### src/rtl/dma_xfer_pkg.sv
package dma_xfer_pkg;

    localparam int SEL_W = 2;

    localparam logic [SEL_W-1:0] SEL_ADDR  = 2'd0;
    localparam logic [SEL_W-1:0] SEL_COUNT = 2'd1;
    localparam logic [SEL_W-1:0] SEL_CTRL  = 2'd2;

    typedef enum logic [1:0] {
        ST_IDLE  = 2'd0,
        ST_FETCH = 2'd1,
        ST_HAVE  = 2'd2
    } xfer_state_e;

    typedef struct packed {
        logic steal;
        logic go;
    } ctrl_cmd_t;

    function automatic ctrl_cmd_t decode_ctrl(input logic [1:0] bits);
        ctrl_cmd_t c;
        c.go    = bits[0];
        c.steal = bits[1];
        return c;
    endfunction

endpackage

### src/rtl/dma_chan_regs.sv
module dma_chan_regs
    import dma_xfer_pkg::*;
#(
    parameter int ADDR_W = 16,
    parameter int CNT_W  = 16,
    parameter int BYTE_W = 8,
    parameter int CFG_W  = 16
) (
    input  logic                 clk,
    input  logic                 rst,
    input  logic                 cfg_wr,
    input  logic [SEL_W-1:0]     cfg_sel,
    input  logic [CFG_W-1:0]     cfg_wdata,
    input  logic                 busy,
    input  logic                 step,
    input  logic                 load_byte,
    input  logic [BYTE_W-1:0]    dev_data,
    output logic [ADDR_W-1:0]    addr_q,
    output logic [BYTE_W-1:0]    byte_q,
    output logic                 steal_q,
    output logic                 cnt_zero,
    output logic                 cnt_last
);

    logic [CNT_W-1:0] cnt_q;
    logic             cfg_ok;
    ctrl_cmd_t        cmd;

    assign cfg_ok   = cfg_wr && !busy;
    assign cmd      = decode_ctrl(cfg_wdata[1:0]);
    assign cnt_zero = (cnt_q == '0);
    assign cnt_last = (cnt_q == CNT_W'(1));

    always_ff @(posedge clk) begin
        if (rst) begin
            addr_q  <= '0;
            cnt_q   <= '0;
            byte_q  <= '0;
            steal_q <= 1'b0;
        end else begin
            if (cfg_ok && cfg_sel == SEL_ADDR)
                addr_q <= cfg_wdata[ADDR_W-1:0];
            else if (step)
                addr_q <= addr_q + 1'b1;

            if (cfg_ok && cfg_sel == SEL_COUNT)
                cnt_q <= cfg_wdata[CNT_W-1:0];
            else if (step)
                cnt_q <= cnt_q - 1'b1;

            if (cfg_ok && cfg_sel == SEL_CTRL)
                steal_q <= cmd.steal;

            if (load_byte)
                byte_q <= dev_data;
        end
    end

    // address advances by one per write
    a_r4_addr_step: assert property (@(posedge clk) disable iff (rst)
        step |=> addr_q == ADDR_W'($past(addr_q) + 1'b1));

    // remaining count drops by one per write
    a_r4_count_step: assert property (@(posedge clk) disable iff (rst)
        step |=> cnt_q == CNT_W'($past(cnt_q) - 1'b1));

    // configuration is frozen while a transfer runs
    a_r2_frozen_mode: assert property (@(posedge clk) disable iff (rst)
        (busy && $past(busy)) |-> $stable(steal_q));

endmodule

### src/rtl/dma_xfer_fsm.sv
module dma_xfer_fsm
    import dma_xfer_pkg::*;
(
    input  logic clk,
    input  logic rst,
    input  logic ctrl_wr,
    input  logic go_bit,
    input  logic cnt_zero,
    input  logic cnt_last,
    input  logic steal,
    input  logic dev_valid,
    input  logic bus_gnt,
    output logic busy,
    output logic load_byte,
    output logic step,
    output logic bus_req,
    output logic done
);

    xfer_state_e st_q, st_d;
    logic        hold_q, hold_d;
    logic        done_q, done_d;
    logic        chain;

    assign busy    = (st_q != ST_IDLE);
    assign step    = (st_q == ST_HAVE) && bus_gnt;
    assign bus_req = (st_q == ST_HAVE) || ((st_q == ST_FETCH) && hold_q);
    assign chain   = step && !steal && !cnt_last && dev_valid;
    assign load_byte = ((st_q == ST_FETCH) && dev_valid) || chain;
    assign done    = done_q;

    always_comb begin
        st_d   = st_q;
        hold_d = hold_q;
        done_d = done_q;
        case (st_q)
            ST_IDLE: begin
                if (ctrl_wr) begin
                    done_d = 1'b0;
                    if (go_bit) begin
                        if (cnt_zero) done_d = 1'b1;
                        else          st_d   = ST_FETCH;
                    end
                end
            end
            ST_FETCH: begin
                if (dev_valid) st_d = ST_HAVE;
            end
            ST_HAVE: begin
                if (step) begin
                    if (cnt_last) begin
                        st_d   = ST_IDLE;
                        hold_d = 1'b0;
                        done_d = 1'b1;
                    end else begin
                        hold_d = !steal;
                        st_d   = chain ? ST_HAVE : ST_FETCH;
                    end
                end
            end
            default: st_d = ST_IDLE;
        endcase
    end

    always_ff @(posedge clk) begin
        if (rst) begin
            st_q   <= ST_IDLE;
            hold_q <= 1'b0;
            done_q <= 1'b0;
        end else begin
            st_q   <= st_d;
            hold_q <= hold_d;
            done_q <= done_d;
        end
    end

    // request released right after each write in cycle-steal mode
    a_r7_steal_release: assert property (@(posedge clk) disable iff (rst)
        (step && steal) |=> !bus_req);

    // request kept after a mid-block write in burst mode
    a_r6_burst_keep: assert property (@(posedge clk) disable iff (rst)
        (step && !steal && !cnt_last) |=> bus_req);

    // completion follows the final write
    a_r8_done_after_last: assert property (@(posedge clk) disable iff (rst)
        (step && cnt_last) |=> done);

    // completion is sticky until a control write
    a_r8_done_sticky: assert property (@(posedge clk) disable iff (rst)
        (done && !ctrl_wr) |=> done);

    // zero-length start completes without a request
    a_r9_zero_len: assert property (@(posedge clk) disable iff (rst)
        (!busy && ctrl_wr && go_bit && cnt_zero) |=> (done && !bus_req));

    // a byte is only taken when the device offers one
    a_r3_take_valid: assert property (@(posedge clk) disable iff (rst)
        load_byte |-> dev_valid);

    // request and completion exclusive
    a_r10_req_not_done: assert property (@(posedge clk) disable iff (rst)
        bus_req |-> !done);

endmodule

### src/rtl/dma_xfer_ctrl.sv
module dma_xfer_ctrl
    import dma_xfer_pkg::*;
#(
    parameter int ADDR_W = 16,
    parameter int CNT_W  = 16,
    parameter int BYTE_W = 8,
    parameter int CFG_W  = 16
) (
    input  logic                 clk,
    input  logic                 rst,
    input  logic                 cfg_wr,
    input  logic [SEL_W-1:0]     cfg_sel,
    input  logic [CFG_W-1:0]     cfg_wdata,
    input  logic                 dev_valid,
    input  logic [BYTE_W-1:0]    dev_data,
    output logic                 dev_ack,
    output logic                 bus_req,
    input  logic                 bus_gnt,
    output logic                 bus_we,
    output logic [ADDR_W-1:0]    bus_addr,
    output logic [BYTE_W-1:0]    bus_wdata,
    output logic                 done_irq
);

    logic              busy, step, load_byte, steal_q, cnt_zero, cnt_last;
    logic [ADDR_W-1:0] addr_q;
    logic [BYTE_W-1:0] byte_q;
    logic              ctrl_wr;
    ctrl_cmd_t         cmd;

    assign ctrl_wr = cfg_wr && (cfg_sel == SEL_CTRL);
    assign cmd     = decode_ctrl(cfg_wdata[1:0]);

    dma_chan_regs #(
        .ADDR_W (ADDR_W),
        .CNT_W  (CNT_W),
        .BYTE_W (BYTE_W),
        .CFG_W  (CFG_W)
    ) u_regs (
        .clk       (clk),
        .rst       (rst),
        .cfg_wr    (cfg_wr),
        .cfg_sel   (cfg_sel),
        .cfg_wdata (cfg_wdata),
        .busy      (busy),
        .step      (step),
        .load_byte (load_byte),
        .dev_data  (dev_data),
        .addr_q    (addr_q),
        .byte_q    (byte_q),
        .steal_q   (steal_q),
        .cnt_zero  (cnt_zero),
        .cnt_last  (cnt_last)
    );

    dma_xfer_fsm u_fsm (
        .clk       (clk),
        .rst       (rst),
        .ctrl_wr   (ctrl_wr),
        .go_bit    (cmd.go),
        .cnt_zero  (cnt_zero),
        .cnt_last  (cnt_last),
        .steal     (steal_q),
        .dev_valid (dev_valid),
        .bus_gnt   (bus_gnt),
        .busy      (busy),
        .load_byte (load_byte),
        .step      (step),
        .bus_req   (bus_req),
        .done      (done_irq)
    );

    assign dev_ack   = load_byte;
    assign bus_we    = step;
    assign bus_addr  = step ? addr_q : '0;
    assign bus_wdata = step ? byte_q : '0;

    // nothing driven onto the bus without a grant
    a_r5_quiet_without_gnt: assert property (@(posedge clk) disable iff (rst)
        !bus_gnt |-> (!bus_we && bus_addr == '0 && bus_wdata == '0));

    // a write only happens while requesting
    a_r5_write_under_req: assert property (@(posedge clk) disable iff (rst)
        bus_we |-> bus_req);

endmodule

### config.mk
export PLATFORM = sky130hd
export DESIGN_NAME = dma_xfer_ctrl
export DESIGN_NICKNAME = d
export VERILOG_FILES = /design/src/rtl/dma_xfer_pkg.sv /design/src/rtl/dma_chan_regs.sv /design/src/rtl/dma_xfer_fsm.sv /design/src/rtl/dma_xfer_ctrl.sv
export SDC_FILE = /design/constraint.sdc
export NUM_CORES = 1
export LEC_CHECK = 0
export BUFFER_PORTS_ARGS = -buffer_cell sky130_fd_sc_hd__buf_4
export CAP_MARGIN = 20
export CORE_ASPECT_RATIO = 0.5
export CORE_MARGIN = 2
export CORE_UTILIZATION = 49
export DETAILED_ROUTE_END_ITERATION = 10
export PLACE_DENSITY = 0.76
export SLEW_MARGIN = 20
export SYNTH_ARGS = -nofsm -noshare
export SYNTH_HDL_FRONTEND = slang
export SYNTH_SLANG_ARGS = --single-unit
### constraint.sdc
create_clock -name clk -period 2 [get_ports clk]
set_input_delay 0.1 -clock clk [delete_from_list [all_inputs] [get_ports clk]]
set_output_delay 0.1 -clock clk [all_outputs]
set_load 0.02 [all_outputs]
After elaboration in Yosys (flattened, before gate mapping)
Cells that the tools add are included.
- logic and storage cells: 67
- output and inout bits: 28
- register bits after elaboration: 45
- input bits: 31
- reductions and logical operators: 26
- muxes and demuxes: 21
- equal/unequal tests: 11
- add/sub/neg operators: 2
- operator list (cell ; number):
    16-bit two-way mux ; 5
    16-bit by 1-bit adder with 16-bit output (second input constant) ; 1
    16-bit by 1-bit equality test with 1-bit output (second input constant) ; 1
    16-bit zero test ; 1
    16-bit by 1-bit subtractor with 16-bit output (second input constant) ; 1
    2-bit two-way mux ; 7
    1-bit logical AND ; 11
    2-bit inequality test (second input constant) ; 5
    8-bit two-way mux ; 1
    2-bit nonzero test ; 4
    1-bit two-way mux ; 6
    2-bit one-hot mux with 3 select lines ; 1
    5-bit AND reduction ; 1
    2-bit by 1-bit equality test with 1-bit output (second input constant) ; 2
    2-bit equality test (second input constant) ; 2
    2-bit zero test ; 2
    4-bit AND reduction ; 1
    1-bit zero test ; 3
    1-bit logical OR ; 2
    2-bit by 1-bit inequality test with 1-bit output (second input constant) ; 1
    1-bit one-hot mux with 2 select lines ; 1
    2-bit AND reduction ; 1

Logic depth before layout (Yosys ltp)
- word-level depth: 9
- gate-level depth with buffers: 7
- gate-level depth less buffers: 6

Cells and area by module
From an unflattened synthesis, not the netlist that was laid out.
- cell total of the unflattened synthesis: 298
- area, all modules: 2509.9 um^2
- by module, submodules not included (module ; area each (um^2) ; times used ; cells an instance ; sequential area each (um^2)):
    dma_chan_regs ; 2039.5 ; 1 ; 236 ; 820.8
    dma_xfer_fsm ; 266.5 ; 1 ; 35 ; 80.1
    dma_xfer_ctrl ; 203.9 ; 1 ; 27 ; 0.0

Worst setup path before layout
No wires, ideal clock.
- path type: register to register
- start point: register u_regs.cnt_q[4]
- end point: register u_fsm.st_q[1]
- setup slack: -0.123 ns
- cell stages (with the launch flop): 7
- arrival time: 2.008 ns
- buffers on the path: 2
- period minus slack after synthesis: 2.123 ns
- required time: 1.885 ns
- cells stage by stage: dfxtp_1 > or4_1 > buf_2 > nor4_1 > clkbuf_1 > o22ai_1 > o21a_1
- cells in the longest elaborated chain, start to end: 8
- elaborated cells between the ends (all ways): 11
- those cells by class: eq/ne (2); mux (4); reduce/logical (5)
- ends and longest elaborated chain (element ; RTL line ; source):
    start, declared ; dma_chan_regs.sv:25 ; logic [CNT_W-1:0] cnt_q;
    start signal, assigned ; dma_chan_regs.sv:47 ; cnt_q <= cfg_wdata[CNT_W-1:0];
    start signal, assigned ; dma_chan_regs.sv:49 ; cnt_q <= cnt_q - 1'b1;
    16-bit by 1-bit equality test with 1-bit output ; dma_chan_regs.sv:32 ; assign cnt_last = (cnt_q == CNT_W'(1));
    1-bit zero test ; dma_xfer_fsm.sv:28 ; assign chain = step && !steal && !cnt_last && dev_valid;
    1-bit logical AND (2 in a row) ; dma_xfer_fsm.sv:28 ;
    2-bit two-way mux ; dma_xfer_fsm.sv:57 ; st_d = chain ? ST_HAVE : ST_FETCH;
    2-bit two-way mux ; dma_xfer_fsm.sv:51 ; if (cnt_last) begin
    2-bit two-way mux ; dma_xfer_fsm.sv:50 ; if (step) begin
    2-bit one-hot mux with 3 select lines ; dma_xfer_fsm.sv:36 ; case (st_q)
    end signal, assigned ; dma_xfer_fsm.sv:71 ; st_q <= st_d;
    end, declared ; dma_xfer_fsm.sv:20 ; xfer_state_e st_q, st_d;
Several ways; a longest one is shown, not always the timed one. The select of a mux whose other input is x is not followed.
A chain may end at the register's enable or synchronous reset.

Worst setup path after layout
- start point: register u_regs.cnt_q[10]
- end point: output dev_ack
- cells in the longest elaborated chain, start to end: 5
- ends and longest elaborated chain (element ; RTL line ; source):
    16-bit by 1-bit equality test with 1-bit output ; dma_chan_regs.sv:32 ;
    1-bit zero test ; dma_xfer_fsm.sv:28 ;
    1-bit logical AND (2 in a row) ; dma_xfer_fsm.sv:28 ;
    1-bit logical OR ; dma_xfer_fsm.sv:29 ; assign load_byte = ((st_q == ST_FETCH) && dev_valid) || chain;
    end, declared ; dma_xfer_ctrl.sv:16 ; output logic dev_ack,
Every way passes these cells.

==> results_dict.tcl <==
set metrics [dict create \
    crit_type "reg -> out" \
    layout_min_cycle_time_ns 2.05 \
    cts_buffer_depth 2 \
    totalWireLength_mm 7.92 \
    die_h_um 56.7 \
    power_density_nw_per_um2 566 \
    layout_common_cells "buf_4, nand2_1, dfxtp_1, and2_1, nor2_1" \
    post_drt_wl_per_cell_um 16.3 \
    fin_total_pwr_mw 2.00 \
    drc 0 \
    finalWorstSetupSlack_ns -0.0517 \
    die_area_um2 6210 \
    drtAntennaViolNets 0 \
    violations "setup timing" \
    drt_iter0_drc 186 \
    period_share_pct 103 \
    post_route_cells_drive_above_1_share_pct 28.2 \
    grt-ovfl-total 0 \
    hold_viol 0 \
    finClkSkew_ns 0.0158 \
    ir_drop_mv 0.275 \
    cp.required_ns 1.90 \
    ios 59 \
    coreArea_um2 5420 \
    fmax_ghz 0.487 \
    leakage_nw 1.35 \
    cts_root_buf "clkbuf_8" \
    crit_arrival_ns 1.95 \
    grt_max_degree 46 \
    insertion_delay_ns 0.30 \
    rsz0062_at_grt "yes" \
    grt_usage_pct 26.4 \
    cap_viol_max_count 0 \
    grt.met3_usage_pct 7.20 \
    syn_avg_cell_area_um2 7.86 \
    min-delay-start "cfg_wdata[11]" \
    r2r-start "u_regs.cnt_q[5]$_SDFFE_PP0P_" \
    reg2reg_slack_ns -0.03 \
    cts.clk_slew.worst_paths_ns 0.10 \
    place.gp.congestion 0.904 \
    via_per_inst 6.16 \
    dr.pass1.iters 5 \
    cts.sinks 45 \
    rr_worst_depth 5 \
    startpoint_type "flip-flop" \
    nets 446 \
    syn-num-nets 382 \
    synthArstFlopShare_pct 0 \
    start_util_pct 50.3 \
    synth_flop_cell "dfxtp_1" \
    min_to "u_regs.addr_q[11]$_SDFFE_PP0P_" \
    hold_slack_ns 0.0686 \
    cts_made_buffers 5 \
    die_x_um 109 \
    synth-edff-count 0 \
    diodes 0 \
    place_hpwl_mm 5.56 \
    grtUsageMet2_pct 41.1 \
    fin_area_um2 3540 \
    endpoint_kind "output port" \
    netlist_area_um2 2730 \
    setup_viol 3 \
    status "finished with violations" \
    io_buffers 58 \
    post_dp_cell_area_um2 3310 \
    antenna_found_initial 0 \
    grt_pass1_vias 2816 \
    vias 2986 \
    grt_pass1_wl_mm 13.0 \
    worstHoldPathType "in -> reg" \
    ys_warn_count 0 \
    slew-limit-headroom_pct 53.6 \
    crit_path_max_fanout 3 \
    yosysSeqAreaShare_pct 33.0 \
    min_path_cells 3 \
    area_delta_synth_final_pct 29.9 \
    fin_setup_tns_ns -0.0913 \
    ys_types 48 \
    use_met1_pct 35.3 \
    slew_violations 0 \
    mostFrequentLayoutCell "buf_4" \
    r2r-end "u_regs.cnt_q[13]$_SDFFE_PP0P_" \
    worst_pin_slew_ns 0.695 \
    cts_tree "yes" \
    synthCells 347 \
    h-tree-depth 2 \
    rows 19 \
    synth_seq_cells 45 \
    grt.busiest_layer "met2" \
]
==> critical path, cell delays in order (launching register included) <==
cell	delay, ns
dfxtp_1	0.33
or4_4	0.56
buf_6	0.15
nor4_4	0.21
buf_4	0.18
o22ai_4	0.07
buf_6	0.14
==> synthesized netlist by cell type (2+ instances only) <==
cell       count  area share [%]
buf_2          3            0.55
nor3_1         4            0.73
a221oi_1       2            0.64
nor4_1         6             1.4
nand2_1       42             5.8
nor2_1        22             3.0
a21oi_1       16             2.9
nor3b_1        8             2.2
o21a_1         4             1.1
inv_1         10             1.4
xor2_1         4             1.3
ha_1           4             1.8
nand3_1        9             1.7
nand4_1        7             1.6
a32oi_1       10             3.2
or4_1          9             2.5
clkbuf_1      22             3.0
and3_1         2            0.46
o22ai_1        4            0.92
o2bb2a_1       3             1.1
dfxtp_1       45              33
o21ai_0        9             1.7
o211ai_1       5             1.4
or2_2          4            0.92
o31a_1         2            0.64
a31oi_1       10             2.3
and2_1        24             5.5
a211oi_1       8             2.2
o311ai_0      16             5.1
or3_1         10             2.3
a2bb2oi_1      2            0.64
xnor2_1        5             1.6
==> metal layers <==
metal / wire length (um) / vias to the layer above
met5: 0 / -
met4: 130 / 0
met3: 693 / 16
met2: 3540 / 126
met1: 3560 / 1416
li1: - / 1428
==> cell families (layout without fill, tap and decap cells) <==
logic type | Yosys count | after routing | synth area share (%)
AND/OR/NAND/NOR | 156 | 156 | 30.9
AO/OA/AOI/OAI | 96 | 96 | 25.6
flip-flops | 45 | 45 | 33.0
buffers and inverters | 36 | 101 | 5.37
XOR/XNOR | 9 | 9 | 2.89
adder cells (fa/ha/maj) | 4 | 4 | 1.84
multiplexers | 1 | 1 | 0.367
==> sequential cells by signal (all words and copies together) (netlist names) <==
signal and count:
u_fsm.st_q 2, u_fsm.done 1, u_fsm.hold_q 1, u_regs.steal_q 1, u_regs.byte_q 8, u_regs.addr_q 16
u_regs.cnt_q 16
==> area by class of cell <==
class | count | area [um^2]
Multi-Input combinational cell | 266 | 1740
Clock inverter | 2 | 13.8
Sequential cell | 45 | 911
Fill cell | 474 | 1880
Timing Repair Buffer | 83 | 662
Tap cell | 73 | 91.3
Inverter | 10 | 37.5
Clock buffer | 6 | 82.6
==> where the power goes <==
part | switching, mW | total (mW) | internal, mW
registers | 0.0430 | 0.982 | 0.939
clock network | 0.327 | 0.608 | 0.281
logic | 0.208 | 0.414 | 0.207
==> how the worst max path moves through the flow <==
| stage | from | endpoint | slack [ns] | cells past startpoint |
|---|---|---|---|---|
| floorplan | u_regs.cnt_q[5]$_SDFFE_PP0P_ | u_fsm.st_q[1]$_SDFFE_PP0P_ | -0.03 | 6 |
| global placement | u_regs.cnt_q[5]$_SDFFE_PP0P_ | u_regs.cnt_q[14]$_SDFFE_PP0P_ | -0.04 | 4 |
| detailed placement | u_regs.cnt_q[5]$_SDFFE_PP0P_ | u_regs.cnt_q[14]$_SDFFE_PP0P_ | -0.11 | 4 |
| CTS | u_regs.cnt_q[9]$_SDFFE_PP0P_ | dev_ack | -0.05 | 6 |
| global route | u_regs.cnt_q[11]$_SDFFE_PP0P_ | dev_ack | -0.10 | 6 |
| finish | u_regs.cnt_q[10]$_SDFFE_PP0P_ | dev_ack | -0.05 | 6 |
==> per-stage QoR <==
stage          utilization (%)  instances  setup WS [ns]
3_3_place_gp              61.1        471        -0.0388
3_5_place_dp              61.1        471         -0.107
4_1_cts                   64.8        485        -0.0512
6_report                  65.3        485        -0.0517
5_1_grt                   65.3        485         -0.101
2_1_floorplan                -        347        -0.0322
==> repair_timing <==
item                                   4_1_cts  5_1_grt
setup endpoints to repair                   15       26
hold buffers                                 0        0
pin swaps                                    7        3
gates resized for setup                     19        8
setup buffers                                6        0
endpoints found under the hold margin        0        0
(Power assumes the default switching activity.)
